$ cat config.mk
export PLATFORM = sky130hd
export DESIGN_NAME = ostb_sync_divider
export DESIGN_NICKNAME = d
export VERILOG_FILES = /design/src/rtl/otd_pkg.sv /design/src/rtl/otd_src_pick.sv /design/src/rtl/otd_slot_alloc.sv /design/src/rtl/otd_sync_gen.sv /design/src/rtl/otd_grp_div.sv /design/src/rtl/ostb_sync_divider.sv
export SDC_FILE = /design/constraint.sdc
export NUM_CORES = 1
export LEC_CHECK = 0
export ABC_AREA = 0
export BUFFER_PORTS_ARGS = -buffer_cell sky130_fd_sc_hd__buf_2
export CAP_MARGIN = 20
export CELL_PAD_IN_SITES_DETAIL_PLACEMENT = 1
export CELL_PAD_IN_SITES_GLOBAL_PLACEMENT = 1
export CORE_ASPECT_RATIO = 2
export CORE_MARGIN = 8
export CORE_UTILIZATION = 51
export CTS_BUF_LIST = sky130_fd_sc_hd__clkbuf_16
export DETAILED_ROUTE_END_ITERATION = 10
export GPL_TIMING_DRIVEN = 0
export HOLD_SLACK_MARGIN = 0.06
export PLACE_DENSITY = 0.95
export SLEW_MARGIN = 20
export SYNTH_ARGS = -nofsm -noshare
export SYNTH_HDL_FRONTEND = slang
export SYNTH_HIERARCHICAL = 1
export SYNTH_SLANG_ARGS = --single-unit
export TNS_END_PERCENT = 1
$ cat constraint.sdc
create_clock -name clk -period 11.7 [get_ports clk]
set_clock_uncertainty 0.2 [all_clocks]
set_input_delay 0.585 -clock clk [delete_from_list [all_inputs] [get_ports clk]]
set_output_delay 0.585 -clock clk [all_outputs]
set_load 0.01 [all_outputs]
$ cat src/rtl/otd_pkg.sv
package otd_pkg;

    typedef enum logic [1:0] {
        GS_OFF  = 2'd0,
        GS_HOLD = 2'd1,
        GS_RUN  = 2'd2
    } grp_state_t;

    typedef enum logic {
        SY_IDLE  = 1'b0,
        SY_PULSE = 1'b1
    } sync_state_t;

endpackage

$ cat src/rtl/otd_src_pick.sv
module otd_src_pick #(
    parameter int NUM_SRC = 3,
    localparam int SRC_W = (NUM_SRC > 1) ? $clog2(NUM_SRC) : 1
) (
    input  logic [NUM_SRC-1:0] avail,
    input  logic               force_sel,
    input  logic [SRC_W-1:0]   force_idx,
    output logic [SRC_W-1:0]   pick
);

    logic [SRC_W-1:0] dflt;
    logic             dflt_found;

    // lowest index is the fastest source
    always_comb begin
        dflt       = '0;
        dflt_found = 1'b0;
        for (int s = 0; s < NUM_SRC; s++) begin
            if (avail[s] && !dflt_found) begin
                dflt       = SRC_W'(s);
                dflt_found = 1'b1;
            end
        end
    end

    always_comb begin
        if (force_sel) begin
            pick = (int'(force_idx) < NUM_SRC) ? force_idx : '0;
        end else begin
            pick = dflt;
        end
    end

endmodule

$ cat src/rtl/otd_slot_alloc.sv
module otd_slot_alloc #(
    parameter int NUM_SRC  = 3,
    parameter int NUM_GRP  = 3,
    parameter int NUM_LINE = 2,
    localparam int SRC_W  = (NUM_SRC > 1) ? $clog2(NUM_SRC) : 1,
    localparam int GRP_W  = (NUM_GRP > 1) ? $clog2(NUM_GRP) : 1,
    localparam int LINE_W = (NUM_LINE > 1) ? $clog2(NUM_LINE) : 1
) (
    input  logic                               clk,
    input  logic                               rst_n,
    input  logic [NUM_GRP-1:0]                 req,
    input  logic [NUM_GRP-1:0][SRC_W-1:0]      want,
    input  logic [NUM_GRP-1:0]                 on,
    input  logic [NUM_GRP-1:0][LINE_W-1:0]     line,
    output logic [NUM_GRP-1:0]                 gnt,
    output logic [LINE_W-1:0]                  gnt_line,
    output logic [NUM_LINE-1:0]                trig,
    output logic                               rej,
    output logic [NUM_LINE-1:0][SRC_W-1:0]     line_src
);

    logic [GRP_W-1:0]    sel;
    logic                sel_found;
    logic [NUM_LINE-1:0] others;
    logic [LINE_W-1:0]   match_line;
    logic                match_found;
    logic [LINE_W-1:0]   free_line;
    logic                free_found;
    logic                grant_any;

    // one request served per cycle, lowest group first
    always_comb begin
        sel       = '0;
        sel_found = 1'b0;
        for (int g = 0; g < NUM_GRP; g++) begin
            if (req[g] && !sel_found) begin
                sel       = GRP_W'(g);
                sel_found = 1'b1;
            end
        end
    end

    // line usage by every group except the one being served
    always_comb begin
        others = '0;
        for (int s = 0; s < NUM_LINE; s++) begin
            for (int h = 0; h < NUM_GRP; h++) begin
                if (GRP_W'(h) != sel && on[h] && line[h] == LINE_W'(s)) begin
                    others[s] = 1'b1;
                end
            end
        end
    end

    always_comb begin
        match_line  = '0;
        match_found = 1'b0;
        free_line   = '0;
        free_found  = 1'b0;
        for (int s = 0; s < NUM_LINE; s++) begin
            if (others[s] && line_src[s] == want[sel] && !match_found) begin
                match_line  = LINE_W'(s);
                match_found = 1'b1;
            end
            if (!others[s] && !free_found) begin
                free_line  = LINE_W'(s);
                free_found = 1'b1;
            end
        end
    end

    assign grant_any = sel_found && (match_found || free_found);
    assign gnt_line  = match_found ? match_line : free_line;
    assign rej       = sel_found && !match_found && !free_found;

    always_comb begin
        gnt  = '0;
        trig = '0;
        if (grant_any) begin
            gnt[sel]       = 1'b1;
            trig[gnt_line] = 1'b1;
        end
    end

    always_ff @(posedge clk or negedge rst_n) begin
        if (!rst_n) begin
            line_src <= '0;
        end else if (grant_any) begin
            line_src[gnt_line] <= want[sel];
        end
    end

endmodule

$ cat src/rtl/otd_sync_gen.sv
module otd_sync_gen
    import otd_pkg::*;
#(
    parameter int SYNC_TICKS = 1,
    parameter int SYNC_W     = 8,
    localparam int LAST = (SYNC_TICKS < 2) ? 0 : SYNC_TICKS - 1
) (
    input  logic clk,
    input  logic rst_n,
    input  logic trig,
    input  logic tick,
    output logic sync
);

    sync_state_t       st_q, st_d;
    logic [SYNC_W-1:0] cnt_q, cnt_d;

    always_comb begin
        st_d  = st_q;
        cnt_d = cnt_q;
        unique case (st_q)
            SY_IDLE: begin
                if (trig) begin
                    st_d  = SY_PULSE;
                    cnt_d = '0;
                end
            end
            SY_PULSE: begin
                if (trig) begin
                    cnt_d = '0;
                end else if (tick) begin
                    if (cnt_q == SYNC_W'(LAST)) begin
                        st_d  = SY_IDLE;
                        cnt_d = '0;
                    end else begin
                        cnt_d = cnt_q + 1'b1;
                    end
                end
            end
            default: begin
                st_d  = SY_IDLE;
                cnt_d = '0;
            end
        endcase
    end

    always_ff @(posedge clk or negedge rst_n) begin
        if (!rst_n) begin
            st_q  <= SY_IDLE;
            cnt_q <= '0;
        end else begin
            st_q  <= st_d;
            cnt_q <= cnt_d;
        end
    end

    always_comb begin
        sync = (st_q == SY_PULSE);
    end

endmodule

$ cat src/rtl/otd_grp_div.sv
module otd_grp_div
    import otd_pkg::*;
#(
    parameter int NUM_SRC  = 3,
    parameter int NUM_LINE = 2,
    parameter int DIV_W    = 16,
    localparam int SRC_W  = (NUM_SRC > 1) ? $clog2(NUM_SRC) : 1,
    localparam int LINE_W = (NUM_LINE > 1) ? $clog2(NUM_LINE) : 1
) (
    input  logic              clk,
    input  logic              rst_n,
    input  logic              grant,
    input  logic [LINE_W-1:0] grant_line,
    input  logic [SRC_W-1:0]  grant_src,
    input  logic [DIV_W-1:0]  div_in,
    input  logic              realign,
    input  logic              stop,
    input  logic              line_sync,
    input  logic              tick,
    output logic              on,
    output logic [LINE_W-1:0] line_q,
    output logic [SRC_W-1:0]  src_q,
    output logic              samp_en
);

    grp_state_t       st_q, st_d;
    logic [DIV_W-1:0] cnt_q, cnt_d;
    logic [DIV_W-1:0] div_q;
    logic             fire;

    assign fire = (div_q <= DIV_W'(1)) || (cnt_q == div_q - 1'b1);

    always_comb begin
        st_d  = st_q;
        cnt_d = cnt_q;
        unique case (st_q)
            GS_OFF: begin
                cnt_d = '0;
                if (grant && !stop) begin
                    st_d = GS_HOLD;
                end
            end
            GS_HOLD: begin
                cnt_d = '0;
                if (stop) begin
                    st_d = GS_OFF;
                end else if (!grant && !realign && !line_sync) begin
                    st_d = GS_RUN;
                end
            end
            GS_RUN: begin
                if (stop) begin
                    st_d  = GS_OFF;
                    cnt_d = '0;
                end else if (grant || realign) begin
                    st_d  = GS_HOLD;
                    cnt_d = '0;
                end else if (tick) begin
                    cnt_d = fire ? '0 : cnt_q + 1'b1;
                end
            end
            default: begin
                st_d  = GS_OFF;
                cnt_d = '0;
            end
        endcase
    end

    always_ff @(posedge clk or negedge rst_n) begin
        if (!rst_n) begin
            st_q   <= GS_OFF;
            cnt_q  <= '0;
            div_q  <= '0;
            line_q <= '0;
            src_q  <= '0;
        end else begin
            st_q  <= st_d;
            cnt_q <= cnt_d;
            if (grant && !stop) begin
                div_q  <= div_in;
                line_q <= grant_line;
                src_q  <= grant_src;
            end
        end
    end

    always_comb begin
        on      = (st_q != GS_OFF);
        samp_en = (st_q == GS_RUN) && tick && fire && !stop && !grant && !realign;
    end

endmodule

$ cat src/rtl/ostb_sync_divider.sv
module ostb_sync_divider #(
    parameter int NUM_SRC    = 3,
    parameter int NUM_GRP    = 3,
    parameter int NUM_LINE   = 2,
    parameter int DIV_W      = 16,
    parameter int SYNC_TICKS = 1,
    parameter int SYNC_W     = 8,
    localparam int SRC_W  = (NUM_SRC > 1) ? $clog2(NUM_SRC) : 1,
    localparam int LINE_W = (NUM_LINE > 1) ? $clog2(NUM_LINE) : 1
) (
    input  logic                       clk,
    input  logic                       rst_n,
    input  logic [NUM_SRC-1:0]         src_tick,
    input  logic [NUM_SRC-1:0]         src_avail,
    input  logic [NUM_GRP-1:0]         start_i,
    input  logic [NUM_GRP-1:0]         stop_i,
    input  logic [NUM_GRP-1:0]         sel_force_i,
    input  logic [NUM_GRP*SRC_W-1:0]   sel_idx_i,
    input  logic [NUM_GRP*DIV_W-1:0]   div_i,
    input  logic                       reject_clr_i,
    output logic [NUM_LINE-1:0]        sync_o,
    output logic [NUM_GRP-1:0]         samp_en_o,
    output logic                       reject_o
);

    logic [NUM_GRP-1:0]                 pend_q;
    logic [NUM_GRP-1:0]                 req;
    logic [NUM_GRP-1:0][SRC_W-1:0]      want_src;
    logic [NUM_GRP-1:0]                 grp_on;
    logic [NUM_GRP-1:0][LINE_W-1:0]     grp_line;
    logic [NUM_GRP-1:0][SRC_W-1:0]      grp_src;
    logic [NUM_GRP-1:0]                 gnt;
    logic [NUM_GRP-1:0]                 realign;
    logic [NUM_GRP-1:0]                 served;
    logic [LINE_W-1:0]                  gnt_line;
    logic [NUM_LINE-1:0]                trig;
    logic [NUM_LINE-1:0][SRC_W-1:0]     line_src;
    logic [NUM_LINE-1:0]                line_tick;
    logic                               rej_evt;
    logic                               rej_q;

    assign req = (pend_q | start_i) & ~stop_i;

    // a rejected or granted request is consumed; only one per cycle
    always_comb begin
        served = gnt;
        if (rej_evt) begin
            for (int g = 0; g < NUM_GRP; g++) begin
                if (req[g] && ((req & ((NUM_GRP)'(1) << g) - 1'b1) == '0)) begin
                    served[g] = 1'b1;
                end
            end
        end
    end

    always_ff @(posedge clk or negedge rst_n) begin
        if (!rst_n) begin
            pend_q <= '0;
            rej_q  <= 1'b0;
        end else begin
            pend_q <= req & ~served;
            if (rej_evt) begin
                rej_q <= 1'b1;
            end else if (reject_clr_i) begin
                rej_q <= 1'b0;
            end
        end
    end

    otd_slot_alloc #(
        .NUM_SRC (NUM_SRC),
        .NUM_GRP (NUM_GRP),
        .NUM_LINE(NUM_LINE)
    ) u_alloc (
        .clk     (clk),
        .rst_n   (rst_n),
        .req     (req),
        .want    (want_src),
        .on      (grp_on),
        .line    (grp_line),
        .gnt     (gnt),
        .gnt_line(gnt_line),
        .trig    (trig),
        .rej     (rej_evt),
        .line_src(line_src)
    );

    for (genvar s = 0; s < NUM_LINE; s++) begin : g_line
        assign line_tick[s] = src_tick[line_src[s]];

        otd_sync_gen #(
            .SYNC_TICKS(SYNC_TICKS),
            .SYNC_W    (SYNC_W)
        ) u_sync (
            .clk  (clk),
            .rst_n(rst_n),
            .trig (trig[s]),
            .tick (line_tick[s]),
            .sync (sync_o[s])
        );
    end

    for (genvar g = 0; g < NUM_GRP; g++) begin : g_grp
        logic grp_tick;
        logic grp_sync;

        otd_src_pick #(
            .NUM_SRC(NUM_SRC)
        ) u_pick (
            .avail    (src_avail),
            .force_sel(sel_force_i[g]),
            .force_idx(sel_idx_i[g*SRC_W +: SRC_W]),
            .pick     (want_src[g])
        );

        assign grp_tick   = src_tick[grp_src[g]];
        assign grp_sync   = sync_o[grp_line[g]];
        assign realign[g] = grp_on[g] && !gnt[g] && trig[grp_line[g]];

        otd_grp_div #(
            .NUM_SRC (NUM_SRC),
            .NUM_LINE(NUM_LINE),
            .DIV_W   (DIV_W)
        ) u_div (
            .clk       (clk),
            .rst_n     (rst_n),
            .grant     (gnt[g]),
            .grant_line(gnt_line),
            .grant_src (want_src[g]),
            .div_in    (div_i[g*DIV_W +: DIV_W]),
            .realign   (realign[g]),
            .stop      (stop_i[g]),
            .line_sync (grp_sync),
            .tick      (grp_tick),
            .on        (grp_on[g]),
            .line_q    (grp_line[g]),
            .src_q     (grp_src[g]),
            .samp_en   (samp_en_o[g])
        );
    end

    assign reject_o = rej_q;

endmodule

==> results.yml, run 1 <==
synthesis:
  synth_ff_type: "dfrtp_1"
  synth_edf_count: 0
  synth_seq_area_share_pct: 35.3
  syn-cell-area_mm2: 0.00973
  yosysMostFrequentCell: "dfrtp_1"
  synth_seq_cells: 137
  yosys.area.top_type: "dfrtp_1"
  synth_top_cell_area_share_pct: 35.3
  synth_simple_gate_area_share_pct: 26.3
  synth_area_leaders: "dfrtp_1, mux2_2, nand2_1, nand3_1, xnor2_1"
  synth_top_family_by_area: "simple AND/OR/NAND/NOR gates"
  syn_nets: 1182
  synthAdderAreaFrac_pct: 1.67
  yosys.area_share.xor_xnor_pct: 5.12
  ys_types: 76
  syn_inst: 1097
  async_flop_share_pct: 100
  ys_warn_count: 6
  muxShareOfSynthArea_pct: 6.81
  syn_area_per_cell_um2: 8.87
  ys_top_cells_by_count: "dfrtp_1, nand2_1, nand3_1"
  synth_compound_area_share_pct: 20.1
timing:
  maxSlewViolCount: 0
  fin_crit_sh_pct: 44.0
  setup_viol: 0
  setup_tns_ps: 0
  relSlewSlack_pct: 36.3
  worst_pin_slew_ps: 954
  fmax_ghz: 0.194
  whs_ps: 155
  layout_setup_ws_ps: 6560
  rsz0062_at_grt: "false"
  fin_crit_ps: 5140
  hold_viol: 0
min_path:
  worstHoldStart: "div_i[5]"
  min_path_type: "in -> reg"
  whs_endpoint: "g_grp[0].u_div/div_q[5]"
  holdPathStages: 3
flow_run:
  cap_violations: 0
worst_setup_path:
  r2r_cells: 16
  cp_common_cell: "buf_2"
  worstPathCellList: "buf_2, or4b_1, o21ai_0, or2_2, a21oi_2, or3_1, a31o_2, a211oi_2, mux2i_1, nor3b_1, nor4_1, nand2_1, nor2_1, buf_2"
  cp_top_family: "simple AND/OR/NAND/NOR gates"
  critPathKind: "in -> out"
  slowest_delay_ps: 820
  start_kind: "input pin"
  path_depth: 14
  critPathCaptureType: "output pin"
  slowest_stage: "a211oi_2"
  path_buf_inv: 2
  cp.arrival_ps: 4360
  cp.required_ps: 10920
  r2r_end: "g_grp[2].u_div/cnt_q[8]"
  cp_max_fo: 10
  rr_startpoint: "pend_q[0]"
  r2r_slack_ps: 6670
floorplanning:
  rows: 71
  start_util_pct: 51.9
  die_x_um: 114
  io_pins: 78
  dieArea_mm2: 0.0240
  dieHeight_um: 211
  core_region_area_mm2: 0.0187
placed_design:
  place_hpwl_um: 24000
  placed_area_mm2: 0.0105
  pre_cts_slack_ps: 6390
  gp_congestion: 0.918
  portBuffers: 77
  dp_cells: 1430
global_routing:
  grt.total_usage_pct: 28.0
  grt.overflow.total: 0
  grt_pass1_vias: 10400
  antenna_found_initial: 1
  grt_pass1_wl_um: 53100
  grt_max_degree: 75
clocking:
  cts_inserted_buffers: 17
  cts_resized: 0
  clkTransAtPathRegs_ps: 60
  post_cts_buffers: 0
  root_buffer: "clkbuf_16"
  clock_path_buffers: 2
  tritoncts: "done"
  clock_latency_ps: 440
  htreeDepth: 4
  cts_sinks: 137
layout:
  fin_nets: 1280
  finish.utilization_pct: 58.9
  final_cells: 1463
  stdcell_area_mm2: 0.0110
  areaGrowthSynthToFinish_pct: 13.6
  drive_gt1_share_pct: 20.5
route:
  wl_um: 32400
  ant_nets: 0
  firstDrtPassIters: 5
  drc: 0
  routedWlPerCell_um: 22.2
  via_per_inst: 6.42
  first_iter_violations: 400
  vias: 9389
pwr:
  power_mw: 1.71
  peakVddDrop_uv: 125
  total_leakage_power_nw: 4.42
  power_density_mw_per_mm2: 155
run_status:
  status: "finished, final reports clean"
[report_power, final]
group | switching (mW) | leakage, nW | internal, mW | total, mW
registers | 0.116 | 1.79 | 0.542 | 0.658
clock network | 0.217 | 0.271 | 0.309 | 0.526
logic | 0.304 | 2.35 | 0.220 | 0.524
total | 0.637 | 4.42 | 1.07 | 1.71
[area by class of cell]
class,count,area [µm²]
clock buffers,17,425
fillers,2207,7700
repair buffers,79,433
diodes,1,2.50
inverters,47,176
clock inverters,14,134
plain buffers,61,289
multi-input cells,852,5840
well taps,255,319
flip-flops and latches,137,3430
[worst register-to-register path, stage by stage, from the launching register on]
cell and delay, ps:
dfrtp_1 400, o21bai_4 190, inv_1 150, or4b_1 550
o221a_2 190, xnor2_1 210, and3_1 250, a311o_1 280
inv_1 170, mux2i_1 170, nor3b_1 110, nor4_1 420
nand2_1 200, nor2_1 530, clkbuf_1 540, o211ai_1 230
nand3_1 160
[repair_timing]
action	CTS	global route
endpoints found under the hold margin	63	0
hold buffers	1	0
endpoints found under the setup margin	0	0
[per-layer routing]
layer	track usage (%)	share of wire [%]	routed length, µm	up-vias
li1	-	-	-	4238
met1	25.7	34	11000	4699
met2	52.5	55	18000	304
met3	5.14	3.7	1200	148
met4	21.6	7.0	2280	0
met5	0	0	0	-
[worst max path at each step]
stage / start / slack (ps) / to
CTS: src_avail[1] / 6540 / samp_en_o[2]
global placement: src_avail[1] / 6510 / g_grp[2].u_div/cnt_q[6]
floorplan: src_avail[1] / 7650 / g_grp[1].u_div/cnt_q[10]
global route: src_avail[1] / 6330 / samp_en_o[2]
finish: src_avail[1] / 6560 / samp_en_o[2]
detailed placement: src_avail[1] / 6390 / g_grp[2].u_div/cnt_q[6]
[cells in the final DEF (no fill, tap or decap), drive strengths merged, types with 25 or more instances in the layout]
cell type  netlist  layout
xnor2           47      47
nor4            29      29
buf             13      91
inv             47      47
nand3           82      82
o2111ai         36      36
dfrtp          137     137
clkbuf          48      65
nand2          134     134
o21ai           66      66
nor2            76      76
o211ai          53      53
or2             25      25
mux2            49      49
[sequential cells by signal (all words and copies together) (netlist names)]
signal,cells
g_grp.u_div/div_q,48
reject_o,1
g_line.u_sync/sync,2
g_line.u_sync/cnt_q,16
g_grp.u_div/src_q,6
pend_q,3
u_alloc/line_src,4
g_grp.u_div/st_q,6
g_grp.u_div/line_q,3
g_grp.u_div/cnt_q,48
[cells by family after synthesis]
group / after synthesis
xor+xnor: 56
buf+inv: 108
flops: 137
compound gates: 240
simple gates: 483
fa+ha+maj: 13
mux: 60
(Power assumes the default switching activity.)
==> run 2: changes to the inputs <==
--- a/config.mk
+++ b/config.mk
@@ -12,12 +12,12 @@
 export CELL_PAD_IN_SITES_GLOBAL_PLACEMENT = 1
 export CORE_ASPECT_RATIO = 2
 export CORE_MARGIN = 8
-export CORE_UTILIZATION = 51
+export CORE_UTILIZATION = 42
 export CTS_BUF_LIST = sky130_fd_sc_hd__clkbuf_16
 export DETAILED_ROUTE_END_ITERATION = 10
 export GPL_TIMING_DRIVEN = 0
 export HOLD_SLACK_MARGIN = 0.06
-export PLACE_DENSITY = 0.95
+export PLACE_DENSITY = 0.85
 export SLEW_MARGIN = 20
 export SYNTH_ARGS = -nofsm -noshare
 export SYNTH_HDL_FRONTEND = slang
==> constraint.sdc (replaced) <==
create_clock -name clk -period 4.3 [get_ports clk]
set_clock_uncertainty 0.2 [all_clocks]
set_input_delay 0.215 -clock clk [delete_from_list [all_inputs] [get_ports clk]]
set_output_delay 0.215 -clock clk [all_outputs]
set_load 0.01 [all_outputs]
==> run 2 against run 1 <==
Compared with the run above:
- routed wire length grew 11%
- sequential power grew to 2.8 times the previous value
- total power grew to 2.9 times the previous value
- via count grew 4.0%
==> results.yml, run 2 (synthesis gave the netlist of run 1 again) <==
timing:
  worst_pin_slew_ps: 891
  maxSlewViolCount: 0
  layout_setup_ws_ps: 45.6
  fmax_ghz: 0.235
  fin_crit_ps: 4250
  setup_viol: 0
  whs_ps: 95.8
  setup_tns_ps: 0
  hold_viol: 0
  relSlewSlack_pct: 40.1
  fin_crit_sh_pct: 98.9
route:
  wl_um: 35800
  routedWlPerCell_um: 23.0
  vias: 9766
  drc: 0
  first_iter_violations: 696
  firstDrtPassIters: 5
  ant_nets: 0
  via_per_inst: 6.25
layout:
  layout_commonest_cell: "dfrtp_1"
  drive_gt1_share_pct: 22.3
  final_cell_mix: "dfrtp_1, nand2_1, nand3_1, buf_2, nor2_1"
  largestRegisters: "g_grp.u_div/cnt_q (48), g_grp.u_div/div_q (48), g_line.u_sync/cnt_q (16)"
  finish.utilization_pct: 51.9
  areaGrowthSynthToFinish_pct: 22.9
  fin_nets: 1349
global_routing:
  antenna_found_initial: 2
  grt.overflow.total: 0
  met1_usage_pct: 28.5
  grt_pass1_wl_um: 56200
  grt.met2_usage_pct: 41.9
  grt.busiest_layer: "met2"
  grt_max_degree: 82
  grt.total_usage_pct: 24.9
  grt_use_met3_pct: 5.53
  grt_pass1_vias: 10500
clocking:
  clock_path_buffers: 2
  cts_sinks: 137
  tritoncts: "done"
  htreeDepth: 4
  cts_inserted_buffers: 17
  root_buffer: "clkbuf_16"
  clock_latency_ps: 460
  clkTransAtPathRegs_ps: 60
worst_setup_path:
  cp.required_ps: 3880
  r2r_cells: 16
  rr_startpoint: "pend_q[0]"
  cp.arrival_ps: 3840
  r2r_end: "g_grp[1].u_div/cnt_q[10]"
  start_kind: "register"
  critPathCaptureType: "output pin"
  critPathKind: "reg -> out"
  r2r_slack_ps: 70
  cp_max_fo: 7
run_status:
  status: "finished, final reports clean"
placed_design:
  portBuffers: 77
  pre_cts_slack_ps: -423
  place_hpwl_um: 21800
  gp_congestion: 0.889
floorplanning:
  start_util_pct: 42.2
  dieHeight_um: 231
  die_x_um: 124
  core_region_area_mm2: 0.0230
  rows: 79
  io_pins: 78
  dieArea_mm2: 0.0286
pwr:
  clockPowerShare_pct: 31.6
  peakVddDrop_uv: 404
  combPwrFrac_pct: 32.3
  total_leakage_power_nw: 4.81
  seqPwrFrac_pct: 36.1
  switching_share_pct: 37.4
  power_density_mw_per_mm2: 418
  p_int_mw: 3.13
  switchingPower_mw: 1.87
min_path:
  min_path_type: "in -> async"
flow_run:
  cap_violations: 0
[run 2: cell types whose count changed in the layout (fill, tap and decap cells not counted), moves of 3 or more]
cell	delta
nor3b_2	+3
nor2_2	+4
nor2_1	-6
buf_4	+6
dlygate4sd3_1	+63
inv_2	+3
clkbuf_2	+11
nor3b_1	-3
clkbuf_1	-11
[run 2: per-stage QoR]
step / total power, mW / instance area [µm²] / cells
after global routing: 5.21 / 12000 / 1562
after detailed placement: 3.14 / 10500 / 1458
after CTS: 4.81 / 11800 / 1556
final: 5.00 / 12000 / 1562
after floorplan: 2.71 / 9730 / 1097
after global placement: 3.04 / 10500 / 1457
[run 2: final cells by class]
class	instances	area, µm²
fillers	2613	11100
multi-input cells	852	5970
flip-flops and latches	137	3430
repair buffers	148	1110
clock buffers	17	425
well taps	283	354
plain buffers	61	303
clock inverters	15	185
inverters	47	176
diodes	2	5.00
[run 2: worst max-delay path, cell delays in order, from the launching register on]
cell and delay (ps):
dfrtp_1 400, o21bai_4 200, inv_2 100, or4b_1 550, o221a_4 190, xnor2_4 210, and3_4 270, a311o_1 230
inv_2 110, mux2i_4 190, nor3b_2 100, nor4_2 370, nand2_2 150, nor2_1 160, buf_2 160
[run 2: per-layer routing]
metal / part of all wire, % / up-vias
met5: 0 / -
met4: 4.7 / 0
met3: 4.6 / 123
met2: 51 / 340
met1: 39 / 4935
li1: - / 4368
[run 2: what timing repair did]
item | 4_1_cts | 5_1_grt
setup buffers | 2 | 4
setup endpoints to repair | 49 | 95
gates cloned | 0 | 0
gates resized for setup | 20 | 22
hold endpoints to repair | 197 | 0
pin swaps | 4 | 4
hold buffers | 64 | 0
[run 2: worst max path at each step]
stage               slack (ps)                       end    startpoint  depth (start not counted)
floorplan                  530  g_grp[1].u_div/cnt_q[10]     pend_q[1]                         16
global placement          -240  g_grp[1].u_div/cnt_q[10]  src_avail[1]                         16
detailed placement        -420  g_grp[0].u_div/cnt_q[10]  src_avail[1]                         16
CTS                        -20              samp_en_o[1]     pend_q[0]                         14
global route              -110   g_grp[1].u_div/cnt_q[4]     pend_q[0]                         16
finish                      50              samp_en_o[2]     pend_q[0]                         14
[run 2: power groups by stage]
stage | clock network (mW) | registers (mW) | logic, mW
2_1_floorplan | 0 | 1.69 | 1.01
3_3_place_gp | 0 | 1.77 | 1.27
3_5_place_dp | 0 | 1.79 | 1.35
4_1_cts | 1.58 | 1.77 | 1.46
5_1_grt | 1.65 | 1.83 | 1.72
6_report | 1.58 | 1.81 | 1.62
==> run 3: changes to the inputs <==
--- a/config.mk
+++ b/config.mk
@@ -15,9 +15,11 @@
 export CORE_UTILIZATION = 42
 export CTS_BUF_LIST = sky130_fd_sc_hd__clkbuf_16
 export DETAILED_ROUTE_END_ITERATION = 10
+export GPL_ROUTABILITY_DRIVEN = 0
 export GPL_TIMING_DRIVEN = 0
 export HOLD_SLACK_MARGIN = 0.06
 export PLACE_DENSITY = 0.85
+export RECOVER_POWER = 100
 export SLEW_MARGIN = 20
 export SYNTH_ARGS = -nofsm -noshare
 export SYNTH_HDL_FRONTEND = slang
==> run 3 against run 2 <==
Compared with the run above:
- the flow now finishes with violations (max-capacitance violations, max-slew violations)
- fmax increased by 0.39%
- final cell count decreased by 0.26%
- worst hold slack improved by 48 ps
- die area unchanged
- non-clock buffer count decreased by 3
- critical path type unchanged
- critical endpoint is now samp_en_o[1]
- highest routed layer unchanged
==> results.yml, run 3 (synthesis gave the netlist of run 1 again) <==
run_status:
  status: "finished, violations left"
  violations: "max-capacitance violations, max-slew violations"
floorplanning:
  io_pins: 78
  dieArea_mm2: 0.0286
  core_region_area_mm2: 0.0230
  start_util_pct: 42.2
  die_x_um: 124
  dieHeight_um: 231
  rows: 79
layout:
  fin_nets: 1346
  largestRegisters: "g_grp.u_div/cnt_q (48), g_grp.u_div/div_q (48), g_line.u_sync/cnt_q (16)"
  layout_commonest_cell: "dfrtp_1"
  stdcell_area_mm2: 0.0119
  areaGrowthSynthToFinish_pct: 22.0
  register_area_mm2: 0.00343
  finish.utilization_pct: 51.5
  final_cell_mix: "dfrtp_1, nand2_1, nand3_1"
  drive_gt1_share_pct: 21.1
  n_fill_cell: 2678
  multi_input_area_mm2: 0.00591
  final_cells: 1558
worst_setup_path:
  path_buf_inv: 3
  worstPathCellList: "o21bai_4, inv_1, or4b_1, o221a_2, xnor2_1, and3_2, a311o_1, inv_2, mux2i_1, nor3b_2, nor4_2, nand2_2, nor2_1, buf_2"
  cp_top_family: "simple AND/OR/NAND/NOR gates"
  cp.arrival_ps: 3820
  critPathCaptureType: "output pin"
  critPathKind: "reg -> out"
  cp.required_ps: 3880
  slowest_delay_ps: 550
  start_kind: "register"
  cp_max_fo: 7
  slowest_stage: "or4b_1"
route:
  drt-met1-wl_um: 13600
  first_iter_violations: 649
  firstDrtPassIters: 7
  top_layer: "met4"
  vias: 9609
  drc: 0
  routedWlPerCell_um: 22.2
  wl_met2_um: 18300
  via_per_inst: 6.17
  wl_met3_um: 1470
  wl_um: 34500
  ant_nets: 0
placed_design:
  placed_area_mm2: 0.0105
  portBuffers: 77
  dp_cells: 1458
  place_hpwl_um: 21800
pwr:
  p_int_mw: 3.21
  switching_share_pct: 36.0
  power_density_mw_per_mm2: 422
  clockPowerShare_pct: 33.7
  power_mw: 5.01
  switchingPower_mw: 1.80
  total_leakage_power_nw: 4.75
  seqPwrFrac_pct: 35.9
  peakVddDrop_uv: 437
  combPwrFrac_pct: 30.4
clocking:
  clock_latency_ps: 460
  htreeDepth: 4
  cts_sinks: 137
  tritoncts: "done"
  clkTransAtPathRegs_ps: 70
  root_buffer: "clkbuf_16"
  clock_path_buffers: 2
  cts_inserted_buffers: 17
timing:
  setup_tns_ps: 0
  maxSlewViolCount: 29
  hold_viol: 0
  fmax_ghz: 0.236
  worst_pin_slew_ps: 1680
  setup_viol: 0
  fin_crit_ps: 4240
  relSlewSlack_pct: -11.8
  fin_crit_sh_pct: 98.6
global_routing:
  antenna_found_initial: 1
  grt_pass1_wl_um: 55200
  grt.total_usage_pct: 24.4
  grt_max_degree: 93
  grt.overflow.total: 0
  grt_pass1_vias: 10500
min_path:
  min_path_type: "in -> reg"
flow_run:
  cap_violations: 1
[run 3: changes by cell type in the layout (fill, tap and decap cells not counted), moves of 2 or more]
cell,change
clkinv_2,-3
clkbuf_1,+9
buf_2,-3
buf_4,-5
bufinv_16,+2
[run 3: worst reg2reg max path, cell delays in order, from the launching register on]
cell and delay [ps]:
dfrtp_1 400, o21bai_4 170, inv_2 100, or2b_1 330, o22ai_1 430, or3_1 220, a31o_2 250, nor3_2 90
nor2_2 330, nor2b_1 220, clkbuf_1 310, clkbuf_1 610, mux2_2 450
[run 3: metal layers]
metal,global-route usage (%),up-vias
li1,-,4361
met1,27.8,4856
met2,42.4,300
met3,4.48,92
met4,11.7,0
met5,0,-
[run 3: area by class of cell]
class	instances	area share (%)
well taps	283	2.98
inverters	47	1.49
multi-input cells	852	49.8
flip-flops and latches	137	28.9
clock inverters	15	1.96
clock buffers	17	3.59
diodes	1	0.0211
plain buffers	61	2.48
repair buffers	145	8.74
[run 3: path summary, 6_finish.rpt]
| check | from | to | slack (ps) | depth (start not counted) |
|---|---|---|---|---|
| min in group asynchronous | rst_n | g_grp[2].u_div/div_q[2] | 840 | 3 |
| hold reg to reg | g_line[0].u_sync/cnt_q[7] | g_line[0].u_sync/cnt_q[7] | 320 | 1 |
| setup / recovery | pend_q[1] | samp_en_o[1] | 60 | 14 |
| hold / removal | sel_force_i[2] | g_grp[2].u_div/src_q[0] | 140 | 4 |
| max in group asynchronous | rst_n | g_grp[1].u_div/cnt_q[5] | 960 | 4 |
| setup reg to reg | pend_q[0] | g_grp[2].u_div/src_q[0] | 80 | 12 |
[run 3: through the flow]
step                      worst slack [ps]  hold slack (ps)
after detailed placement              -471            -59.3
after floorplan                        528             -281
after CTS                             33.3             72.1
final                                 62.1              144
after global placement                -274              220
after global routing                 -44.2              144
[run 3: power groups by stage]
| stage | clock network (mW) | logic [mW] | registers (mW) |
|---|---|---|---|
| after floorplan | 0 | 1.01 | 1.69 |
| after global placement | 0 | 1.27 | 1.77 |
| after detailed placement | 0 | 1.35 | 1.79 |
| after CTS | 1.71 | 1.46 | 1.77 |
| after global routing | 1.77 | 1.63 | 1.82 |
| final | 1.69 | 1.52 | 1.80 |
[run 3: what timing repair did]
item | in CTS | in global routing
endpoints found under the setup margin | 49 | 74
hold endpoints to repair | 196 | 1
gates resized for setup | 22 | 10
pin swaps | 3 | 1
hold buffers | 63 | 1
buffers inserted | 2 | 1
